## config.mk

```make
export PLATFORM = sky130hd
export DESIGN_NAME = mux_bus_ctrl
export DESIGN_NICKNAME = d
export VERILOG_FILES = /design/src/rtl/mbc_pkg.sv /design/src/rtl/mbc_seq.sv /design/src/rtl/mbc_pins.sv /design/src/rtl/mbc_rdcap.sv /design/src/rtl/mux_bus_ctrl.sv
export SDC_FILE = /design/constraint.sdc
export NUM_CORES = 1
export LEC_CHECK = 0
export BUFFER_PORTS_ARGS = -buffer_cell sky130_fd_sc_hd__buf_2
export CAP_MARGIN = 0
export CORE_MARGIN = 10
export CORE_UTILIZATION = 30
export CTS_BUF_LIST = sky130_fd_sc_hd__clkbuf_4 sky130_fd_sc_hd__clkbuf_8
export DETAILED_ROUTE_END_ITERATION = 16
export PLACE_DENSITY = 0.56
export SKIP_CTS_REPAIR_TIMING = 1
export SLEW_MARGIN = 5
export SYNTH_ARGS = -nofsm -noshare
export SYNTH_HDL_FRONTEND = slang
export SYNTH_SLANG_ARGS = --single-unit
```

## constraint.sdc

```tcl
create_clock -name clk -period 1.4 [get_ports clk]
set_clock_uncertainty 0.05 [all_clocks]
set_input_delay 0.21 -clock clk [delete_from_list [all_inputs] [get_ports clk]]
set_output_delay 0.21 -clock clk [all_outputs]
set_load 0.005 [all_outputs]
```

## src/rtl/mbc_pkg.sv

```systemverilog
package mbc_pkg;

  typedef enum logic [2:0] {
    ST_IDLE  = 3'd0,
    ST_T1    = 3'd1,
    ST_T2    = 3'd2,
    ST_T3    = 3'd3,
    ST_T4    = 3'd4,
    ST_FLOAT = 3'd5,
    ST_HACK  = 3'd6,
    ST_REL   = 3'd7
  } bstate_t;

  typedef struct packed {
    logic wr;
    logic io;
    logic bsel;
  } kind_t;

  localparam logic [2:0] STAT_IO_RD  = 3'b001;
  localparam logic [2:0] STAT_IO_WR  = 3'b010;
  localparam logic [2:0] STAT_MEM_RD = 3'b101;
  localparam logic [2:0] STAT_MEM_WR = 3'b110;
  localparam logic [2:0] STAT_IDLE   = 3'b111;

  function automatic logic [2:0] stat_code(kind_t k);
    case ({k.io, k.wr})
      2'b10:   return STAT_IO_RD;
      2'b11:   return STAT_IO_WR;
      2'b00:   return STAT_MEM_RD;
      default: return STAT_MEM_WR;
    endcase
  endfunction

endpackage

```

## src/rtl/mbc_seq.sv

```systemverilog
module mbc_seq
  import mbc_pkg::*;
#(
  parameter int AW = 20,
  parameter int DW = 16
) (
  input  logic          clk,
  input  logic          rst,
  input  logic          req_valid,
  input  logic          req_write,
  input  logic          req_io,
  input  logic          req_byte,
  input  logic [AW-1:0] req_addr,
  input  logic [DW-1:0] req_wdata,
  input  logic          ready,
  input  logic          hold,
  output bstate_t       st_q,
  output bstate_t       st_d,
  output kind_t         kind_d,
  output logic [AW-1:0] addr_d,
  output logic [DW-1:0] wdata_d
);

  kind_t         kind_q;
  logic [AW-1:0] addr_q;
  logic [DW-1:0] wdata_q;
  logic          take;

  // hold is looked at only between cycles and wins over a request
  assign take = (st_q == ST_IDLE) && !hold && req_valid;

  always_comb begin
    st_d = st_q;
    unique case (st_q)
      ST_IDLE: begin
        if (hold)           st_d = ST_FLOAT;
        else if (req_valid) st_d = ST_T1;
      end
      ST_T1:    st_d = ST_T2;
      ST_T2:    st_d = ST_T3;
      ST_T3:    if (ready) st_d = ST_T4;
      ST_T4:    st_d = ST_IDLE;
      ST_FLOAT: st_d = ST_HACK;
      ST_HACK:  if (!hold) st_d = ST_REL;
      ST_REL:   st_d = ST_IDLE;
      default:  st_d = ST_IDLE;
    endcase
  end

  always_comb begin
    kind_d  = kind_q;
    addr_d  = addr_q;
    wdata_d = wdata_q;
    if (take) begin
      kind_d  = '{wr: req_write, io: req_io, bsel: req_byte};
      addr_d  = req_addr;
      wdata_d = req_wdata;
    end
  end

  always_ff @(posedge clk) begin
    if (rst) begin
      st_q    <= ST_IDLE;
      kind_q  <= '0;
      addr_q  <= '0;
      wdata_q <= '0;
    end else begin
      st_q    <= st_d;
      kind_q  <= kind_d;
      addr_q  <= addr_d;
      wdata_q <= wdata_d;
    end
  end

endmodule

```

## src/rtl/mbc_pins.sv

```systemverilog
module mbc_pins
  import mbc_pkg::*;
#(
  parameter int AW = 20,
  parameter int DW = 16
) (
  input  logic             clk,
  input  logic             rst,
  input  bstate_t          st_d,
  input  kind_t            kind_d,
  input  logic [AW-1:0]    addr_d,
  input  logic [DW-1:0]    wdata_d,
  output logic             req_accept,
  output logic             rsp_done,
  output logic [DW-1:0]    ad_out,
  output logic             ad_oe,
  output logic [AW-DW-1:0] a_hi,
  output logic             ale,
  output logic             rd_n,
  output logic             wr_n,
  output logic             den_n,
  output logic             dt_r,
  output logic             bhe_n,
  output logic [2:0]       stat,
  output logic             drv_en,
  output logic             hlda
);

  localparam int HW = AW - DW;

  logic in_cyc, in_strobe, lane_hi;

  assign in_cyc    = (st_d == ST_T1) || (st_d == ST_T2) || (st_d == ST_T3);
  assign in_strobe = (st_d == ST_T2) || (st_d == ST_T3);
  assign lane_hi   = !kind_d.bsel || addr_d[0];

  // every pin is a flop fed by the decode of the next state
  always_ff @(posedge clk) begin
    if (rst) begin
      req_accept <= 1'b0;
      rsp_done   <= 1'b0;
      ad_out     <= '0;
      ad_oe      <= 1'b0;
      a_hi       <= '0;
      ale        <= 1'b0;
      rd_n       <= 1'b1;
      wr_n       <= 1'b1;
      den_n      <= 1'b1;
      dt_r       <= 1'b1;
      bhe_n      <= 1'b1;
      stat       <= STAT_IDLE;
      drv_en     <= 1'b1;
      hlda       <= 1'b0;
    end else begin
      req_accept <= (st_d == ST_T1);
      ale        <= (st_d == ST_T1);
      rsp_done   <= (st_d == ST_T4);
      rd_n       <= !(in_strobe && !kind_d.wr);
      wr_n       <= !(in_strobe && kind_d.wr);
      den_n      <= !in_strobe;
      if (st_d == ST_T1) dt_r <= kind_d.wr;
      bhe_n      <= !(in_cyc && lane_hi);
      stat       <= in_cyc ? stat_code(kind_d) : STAT_IDLE;
      drv_en     <= !((st_d == ST_FLOAT) || (st_d == ST_HACK) || (st_d == ST_REL));
      hlda       <= (st_d == ST_HACK);
      if (st_d == ST_T1) begin
        ad_out <= addr_d[DW-1:0];
        ad_oe  <= 1'b1;
      end else if (in_strobe && kind_d.wr) begin
        ad_out <= wdata_d;
        ad_oe  <= 1'b1;
      end else begin
        ad_out <= '0;
        ad_oe  <= 1'b0;
      end
      if (in_cyc || st_d == ST_T4) a_hi <= addr_d[AW-1:AW-HW];
      else                         a_hi <= '0;
    end
  end

endmodule

```

## src/rtl/mbc_rdcap.sv

```systemverilog
module mbc_rdcap
  import mbc_pkg::*;
#(
  parameter int DW = 16
) (
  input  logic          clk,
  input  logic          rst,
  input  bstate_t       st_q,
  input  logic          ready,
  input  logic [DW-1:0] ad_in,
  output logic [DW-1:0] rdata
);

  always_ff @(posedge clk) begin
    if (rst)                          rdata <= '0;
    else if (st_q == ST_T3 && ready)  rdata <= ad_in;
  end

endmodule

```

## src/rtl/mux_bus_ctrl.sv

```systemverilog
module mux_bus_ctrl
  import mbc_pkg::*;
#(
  parameter int AW = 20,
  parameter int DW = 16
) (
  input  logic             clk,
  input  logic             rst,
  input  logic             req_valid,
  input  logic             req_write,
  input  logic             req_io,
  input  logic             req_byte,
  input  logic [AW-1:0]    req_addr,
  input  logic [DW-1:0]    req_wdata,
  output logic             req_accept,
  output logic             rsp_done,
  output logic [DW-1:0]    rsp_rdata,
  output logic [DW-1:0]    ad_out,
  output logic             ad_oe,
  input  logic [DW-1:0]    ad_in,
  output logic [AW-DW-1:0] a_hi,
  output logic             ale,
  output logic             rd_n,
  output logic             wr_n,
  output logic             den_n,
  output logic             dt_r,
  output logic             bhe_n,
  output logic [2:0]       stat,
  input  logic             ready,
  output logic             drv_en,
  input  logic             hold,
  output logic             hlda
);

  bstate_t       st_q, st_d;
  kind_t         kind_d;
  logic [AW-1:0] addr_d;
  logic [DW-1:0] wdata_d;

  mbc_seq #(.AW(AW), .DW(DW)) u_seq (
    .clk(clk), .rst(rst),
    .req_valid(req_valid), .req_write(req_write), .req_io(req_io),
    .req_byte(req_byte), .req_addr(req_addr), .req_wdata(req_wdata),
    .ready(ready), .hold(hold),
    .st_q(st_q), .st_d(st_d), .kind_d(kind_d), .addr_d(addr_d), .wdata_d(wdata_d)
  );

  mbc_pins #(.AW(AW), .DW(DW)) u_pins (
    .clk(clk), .rst(rst),
    .st_d(st_d), .kind_d(kind_d), .addr_d(addr_d), .wdata_d(wdata_d),
    .req_accept(req_accept), .rsp_done(rsp_done),
    .ad_out(ad_out), .ad_oe(ad_oe), .a_hi(a_hi), .ale(ale),
    .rd_n(rd_n), .wr_n(wr_n), .den_n(den_n), .dt_r(dt_r),
    .bhe_n(bhe_n), .stat(stat), .drv_en(drv_en), .hlda(hlda)
  );

  mbc_rdcap #(.DW(DW)) u_rdcap (
    .clk(clk), .rst(rst), .st_q(st_q), .ready(ready), .ad_in(ad_in),
    .rdata(rsp_rdata)
  );

endmodule

```

* Word level (Yosys, flattened, before mapping)
Cells that the tools add are included.
** Cells by class
- Equality and inequality tests :: 16
- Multiplexer cells :: 13
- Bitwise logic cells :: 2
- Reduce and logical (&&, ||, !) cells :: 26
** Operator list (count)
- 16-bit two-way mux :: 3
- 3-bit equality test, second input constant :: 8
- 3-bit one-hot mux with 7 select lines :: 1
- 20-bit two-way mux :: 1
- 3-bit two-way mux :: 5
- 3-bit by 2-bit equality test with 1-bit output, second input constant :: 4
- 3-bit one-hot mux with 3 select lines :: 1
- 1-bit logical NOT :: 8
- 1-bit logical OR :: 7
- 3-bit by 1-bit equality test with 1-bit output, second input constant :: 2
- 1-bit logical AND :: 6
- 2-bit OR reduction :: 3
- 2-bit equality test, second input constant :: 2
- 3-bit logical NOT :: 1
- 2-bit logical NOT :: 1
- 1-bit two-way mux :: 2
- 1-bit NOT :: 2
** Storage, ports and cells
- Bits in registers :: 91
- Input bits :: 60
- Output and inout bits :: 50
- Word-level logic and storage cells :: 77

* Logic depth before layout (Yosys ltp)
- Depth in word-level cells :: 9
- Mapped depth :: 6
- Mapped depth without buffers :: 3

* Modules after synthesis
Synthesis repeated with hierarchy kept, for this count alone.
** Second synthesis, totals
- Cell total of the unflattened synthesis :: 391
- Area total of the unflattened synthesis :: 4196.5 µm²
** Modules (own cells, without submodules)
- mbc_seq :: instances 1, cells an instance 234, area each 2372.3 µm², seq. area each 840.8 µm²
- mbc_pins :: instances 1, cells an instance 87, area each 1091.0 µm², seq. area each 660.6 µm²
- mbc_rdcap :: instances 1, cells an instance 70, area each 733.2 µm², seq. area each 320.3 µm²

* Worst setup path after synthesis
OpenSTA, ideal clock, no wires.
- Kind :: reg2reg
- From :: register u_seq.st_q[0]
- To :: register u_seq.wdata_q[10]
- Library setup time :: 132 ps
- Arrival time :: 1342 ps
- Required time :: 1218 ps
- Slack :: -124 ps
- Cell stages (with the launch flop) :: 6
- Buffers on the path :: 2
- Period minus slack after synthesis :: 1524 ps
- Path through :: dfxtp_1 -> or4b_1 -> buf_6 -> clkbuf_2 -> o21ai_0 -> a21oi_1
** Between the ends
- Cells in the longest elaborated chain, start to end :: 4
** Ends and longest elaborated chain
- start: declaration :: line mbc_seq.sv:17 : output bstate_t st_q,
- start signal: assignment :: line mbc_seq.sv:68 : st_q <= st_d;
- 3-bit logical NOT :: line mbc_seq.sv:30 : assign take = (st_q == ST_IDLE) && !hold && req_valid;
- 1-bit logical AND (2 in a row) :: line mbc_seq.sv:30
- 16-bit two-way mux :: line mbc_seq.sv:54 : if (take) begin
- end signal: assignment :: line mbc_seq.sv:71 : wdata_q <= wdata_d;
- end: declaration :: line mbc_seq.sv:26 : logic [DW-1:0] wdata_q;
No other way between the ends.
A chain may end at the register's enable or synchronous reset.

* Worst setup path in the final report
- From :: register u_seq.st_q[0]
- To :: register u_pins.ad_out[13]
** Between the ends
- Cells in the longest elaborated chain, start to end :: 8
- Elaborated cells between the ends (all ways) :: 26
- Those cells by class :: 10 x eq/ne; 10 x mux; 6 x reduce/logical
** Ends and longest elaborated chain
- 3-bit equality test or 3-bit two-way mux (tied branches) :: line mbc_seq.sv:34, mbc_seq.sv:37
- 2-bit OR reduction (no source line) or 3-bit two-way mux (tied branches)
- 3-bit one-hot mux with 7 select lines :: line mbc_seq.sv:34 : unique case (st_q)
- 3-bit by 2-bit equality test with 1-bit output :: line mbc_pins.sv:34 : assign in_strobe = (st_d == ST_T2) || (st_d == ST_T3);
- 1-bit logical OR :: line mbc_pins.sv:34
- 1-bit logical AND :: line mbc_pins.sv:69 : end else if (in_strobe && kind_d.wr) begin
- 16-bit two-way mux :: line mbc_pins.sv:69
- 16-bit two-way mux (*) :: line mbc_pins.sv:66 : if (st_d == ST_T1) begin
- end signal: assignment :: line mbc_pins.sv:67 : ad_out <= addr_d[DW-1:0];
- end signal: assignment :: line mbc_pins.sv:70 : ad_out <= wdata_d;
- end: declaration :: line mbc_pins.sv:15 : output logic [DW-1:0] ad_out,
Mark *: on every way between the ends. The rest lies on a longest branch, timed or not.

==> flow_metrics.tcl <==
set metrics [dict create \
    arrival_ns 1.79 \
    pwr-share-seq_pct 45.0 \
    first_pass_iters 4 \
    synth_compound_area_share_pct 21.39 \
    antenna_found_initial 0 \
    rsz0062_at_grt "true" \
    clkPwrFrac_pct 36.9 \
    p_leak_nw 1.845 \
    vias 2615 \
    maxSlewViolCount 0 \
    netlist_area_um2 2801 \
    synth_mux_area_share_pct 0.4020 \
    r2r_cells 4 \
    dieArea_um2 13600 \
    grt_pass1_vias 2531 \
    worstPathRequired_ns 1.64 \
    stdcell_count 538 \
    clk_path_buf_depth 2 \
    dp_cells 513 \
    syn2layout_area_growth_pct 51.85 \
    grt_max_degree 50 \
    power.total_mw 5.190 \
    synthesis.nets 356 \
    ys_seq_area_share_pct 54.31 \
    outcome "finished with violations" \
    grt_overflow 0 \
    period_share_pct 110.4 \
    wl_per_cell_um 15.92 \
    synth_edf_count 0 \
    nets 482 \
    drt_iter0_markers 60 \
    setup_viol 61 \
    endpoint_kind "flip-flop" \
    syn-instance-count 296 \
    final_common_cell "buf_2" \
    routed_wirelength_um 8565 \
    final_util_pct 46.48 \
    cts-htree-levels 3 \
    pin_count 110 \
    internal-power_mw 3.752 \
    placed_cell_area_um2 3598 \
    worst_slack_ns -0.1454 \
    hold_path.class "input port to flip-flop" \
    drv_cap 0 \
    stdcell_area_um2 4254 \
    start_util_pct 30.61 \
    p_comb_share_pct 18.1 \
    cts_tree "done" \
    cts_root_buf "clkbuf_8" \
    r2r-end "u_pins.ad_out[13]$_SDFF_PP0_" \
    r2r-start "u_seq.st_q[0]$_SDFF_PP0_" \
    critPathKind "flip-flop to flip-flop" \
    ys_seq_elements 76 \
    fillers 862 \
    slew_headroom_pct 76.66 \
    rows 35 \
    switching_power_mw 1.438 \
    p_per_area_nw_per_um2 1220 \
    final_cell_mix "buf_2 (109), dfxtp_1 (73), a21oi_1 (25)" \
    r2r_slack_ns -0.15 \
    max_freq_mhz 647.1 \
    synth_cell_types 44 \
    antenna_cells 0 \
    async_flop_share_pct 0 \
    place_hpwl_um 5736 \
    chipHeight_um 116.6 \
    clk_pin_slew_ns 0.09 \
    synth_top_family_by_area "compound AO/OA/AOI/OAI gates" \
    synth_xor_area_share_pct 0 \
    synth_fa_ha_area_share_pct 0 \
    period_needed_ns 1.545 \
    drcViolationCount 0 \
    postRouteAntennaNets 0 \
    holdWs_ns 0.02022 \
    grtUsageTotal_pct 11.36 \
    crit_start "u_seq.st_q[0]$_SDFF_PP0_" \
    cts_buffers 9 \
    place.port_buffers 109 \
    chipWidth_um 116.6 \
    cp-start-kind "flip-flop" \
    finalHoldViolations 0 \
    ir_drop_mv 0.5782 \
    tightest_slew_ns 0.3501 \
    cp_max_fo 15 \
    synth_simple_gate_area_share_pct 16.44 \
    violations "negative setup slack" \
    avgSynthCellArea_um2 9.464 \
    clock_latency_ns 0.34 \
    core_area_um2 9153 \
    critPathCapture "u_pins.ad_out[13]$_SDFF_PP0_" \
    clock-sinks 76 \
    yosysWarnings 0 \
    drive_gt1_share_pct 55.74 \
    vias_per_cell 4.861 \
    place.gp.congestion 0.7552 \
    switching_share_pct 27.71 \
    synth-main-ff-cell "dfxtp_1" \
    grt_pass1_wl_um 12390 \
]
-- area by class of cell --
| cell class | instances | area [um^2] | area share [%] |
|---|---|---|---|
| Sequential cell | 76 | 1528 | 35.91 |
| Multi-Input combinational cell | 184 | 1398 | 32.85 |
| Timing Repair Buffer | 147 | 945.9 | 22.24 |
| Tap cell | 111 | 138.9 | 3.265 |
| Clock buffer | 9 | 123.9 | 2.912 |
| Clock inverter | 7 | 105.1 | 2.471 |
| Inverter | 4 | 15.01 | 0.3529 |
-- synth_stat cells (2+ instances only) --
master,instances,area share [%]
buf_6,4,1.6
o211a_1,2,0.71
nand2_1,33,4.4
o21ai_2,2,0.63
nand3b_1,3,0.80
nand3_1,25,4.5
nor3_1,4,0.71
clkbuf_2,4,0.71
clkbuf_1,16,2.1
a21oi_1,45,8.0
nand2b_1,2,0.45
inv_1,3,0.40
nor2_1,2,0.27
buf_2,4,0.71
o21ai_0,15,2.7
dfxtp_1,76,54
or4b_1,2,0.71
a22o_1,16,5.0
a211o_1,2,0.63
buf_4,4,1.1
o21ai_1,8,1.4
a211oi_1,2,0.54
-- worst max-delay path: stages (launching register included) --
cell     delay (ns)
dfxtp_2        0.33
or4b_4         0.56
buf_12         0.19
nor2_4         0.19
a22o_1         0.16
-- registers in the layout, summed over array words and instances (netlist names) --
signal             count
u_pins.a_hi            4
u_pins.ad_oe           1
u_pins.ad_out         16
u_pins.bhe_n           1
u_pins.den_n           1
u_pins.drv_en          1
u_pins.dt_r            1
u_pins.hlda            1
u_pins.rd_n            1
u_pins.req_accept      1
u_pins.rsp_done        1
u_pins.stat            3
u_pins.wr_n            1
u_rdcap.rdata         16
u_seq.addr_q           5
u_seq.kind_q           3
u_seq.st_q             3
u_seq.wdata_q         16
-- metal layers --
metal	vias up	global-route usage [%]	wire [um]
met3	10	5.701	894
li1	1298	-	-
met1	1216	13.92	3646
met4	0	2.965	74
met5	-	0	0
met2	91	17.31	3949
-- worst min-delay path by stage --
stage,from,end,cells after the start,slack (ns)
global route,req_addr[5],u_pins.ad_out[5]$_SDFF_PP0_,2,0.007
global placement,req_addr[7],u_pins.ad_out[7]$_SDFF_PP0_,2,0.38
detailed placement,req_addr[12],u_pins.ad_out[12]$_SDFF_PP0_,2,0.38
CTS,req_addr[3],u_pins.ad_out[3]$_SDFF_PP0_,2,0.001
finish,req_addr[3],u_pins.ad_out[3]$_SDFF_PP0_,2,0.02
floorplan,req_addr[10],u_pins.ad_out[10]$_SDFF_PP0_,1,0.29
-- logic make-up after synthesis --
family                 count (synthesis)
DFF                                   76
buffers and inverters                 38
muxes                                  1
AOI/OAI and AO/OA                     98
and+or+nand+nor                       83
-- power by group through the flow --
stage / Combinational, mW / Sequential, mW / Clock, mW
after CTS: 0.773 / 2.32 / 1.97
after detailed placement: 0.770 / 2.37 / 0
after global placement: 0.761 / 2.37 / 0
after global routing: 1.02 / 2.35 / 2.06
after floorplan: 0.433 / 2.38 / 0
final: 0.940 / 2.33 / 1.92
-- through the flow --
step / worst slack (ns) / setup TNS [ns]
3_5_place_dp: -0.2460 / -7.292
6_report: -0.1454 / -4.616
2_1_floorplan: -0.06762 / -2.130
5_1_grt: -0.1782 / -7.657
4_1_cts: -0.2143 / -5.829
3_3_place_gp: -0.2167 / -6.747
Note: power is estimated with default switching activity, not from simulation.
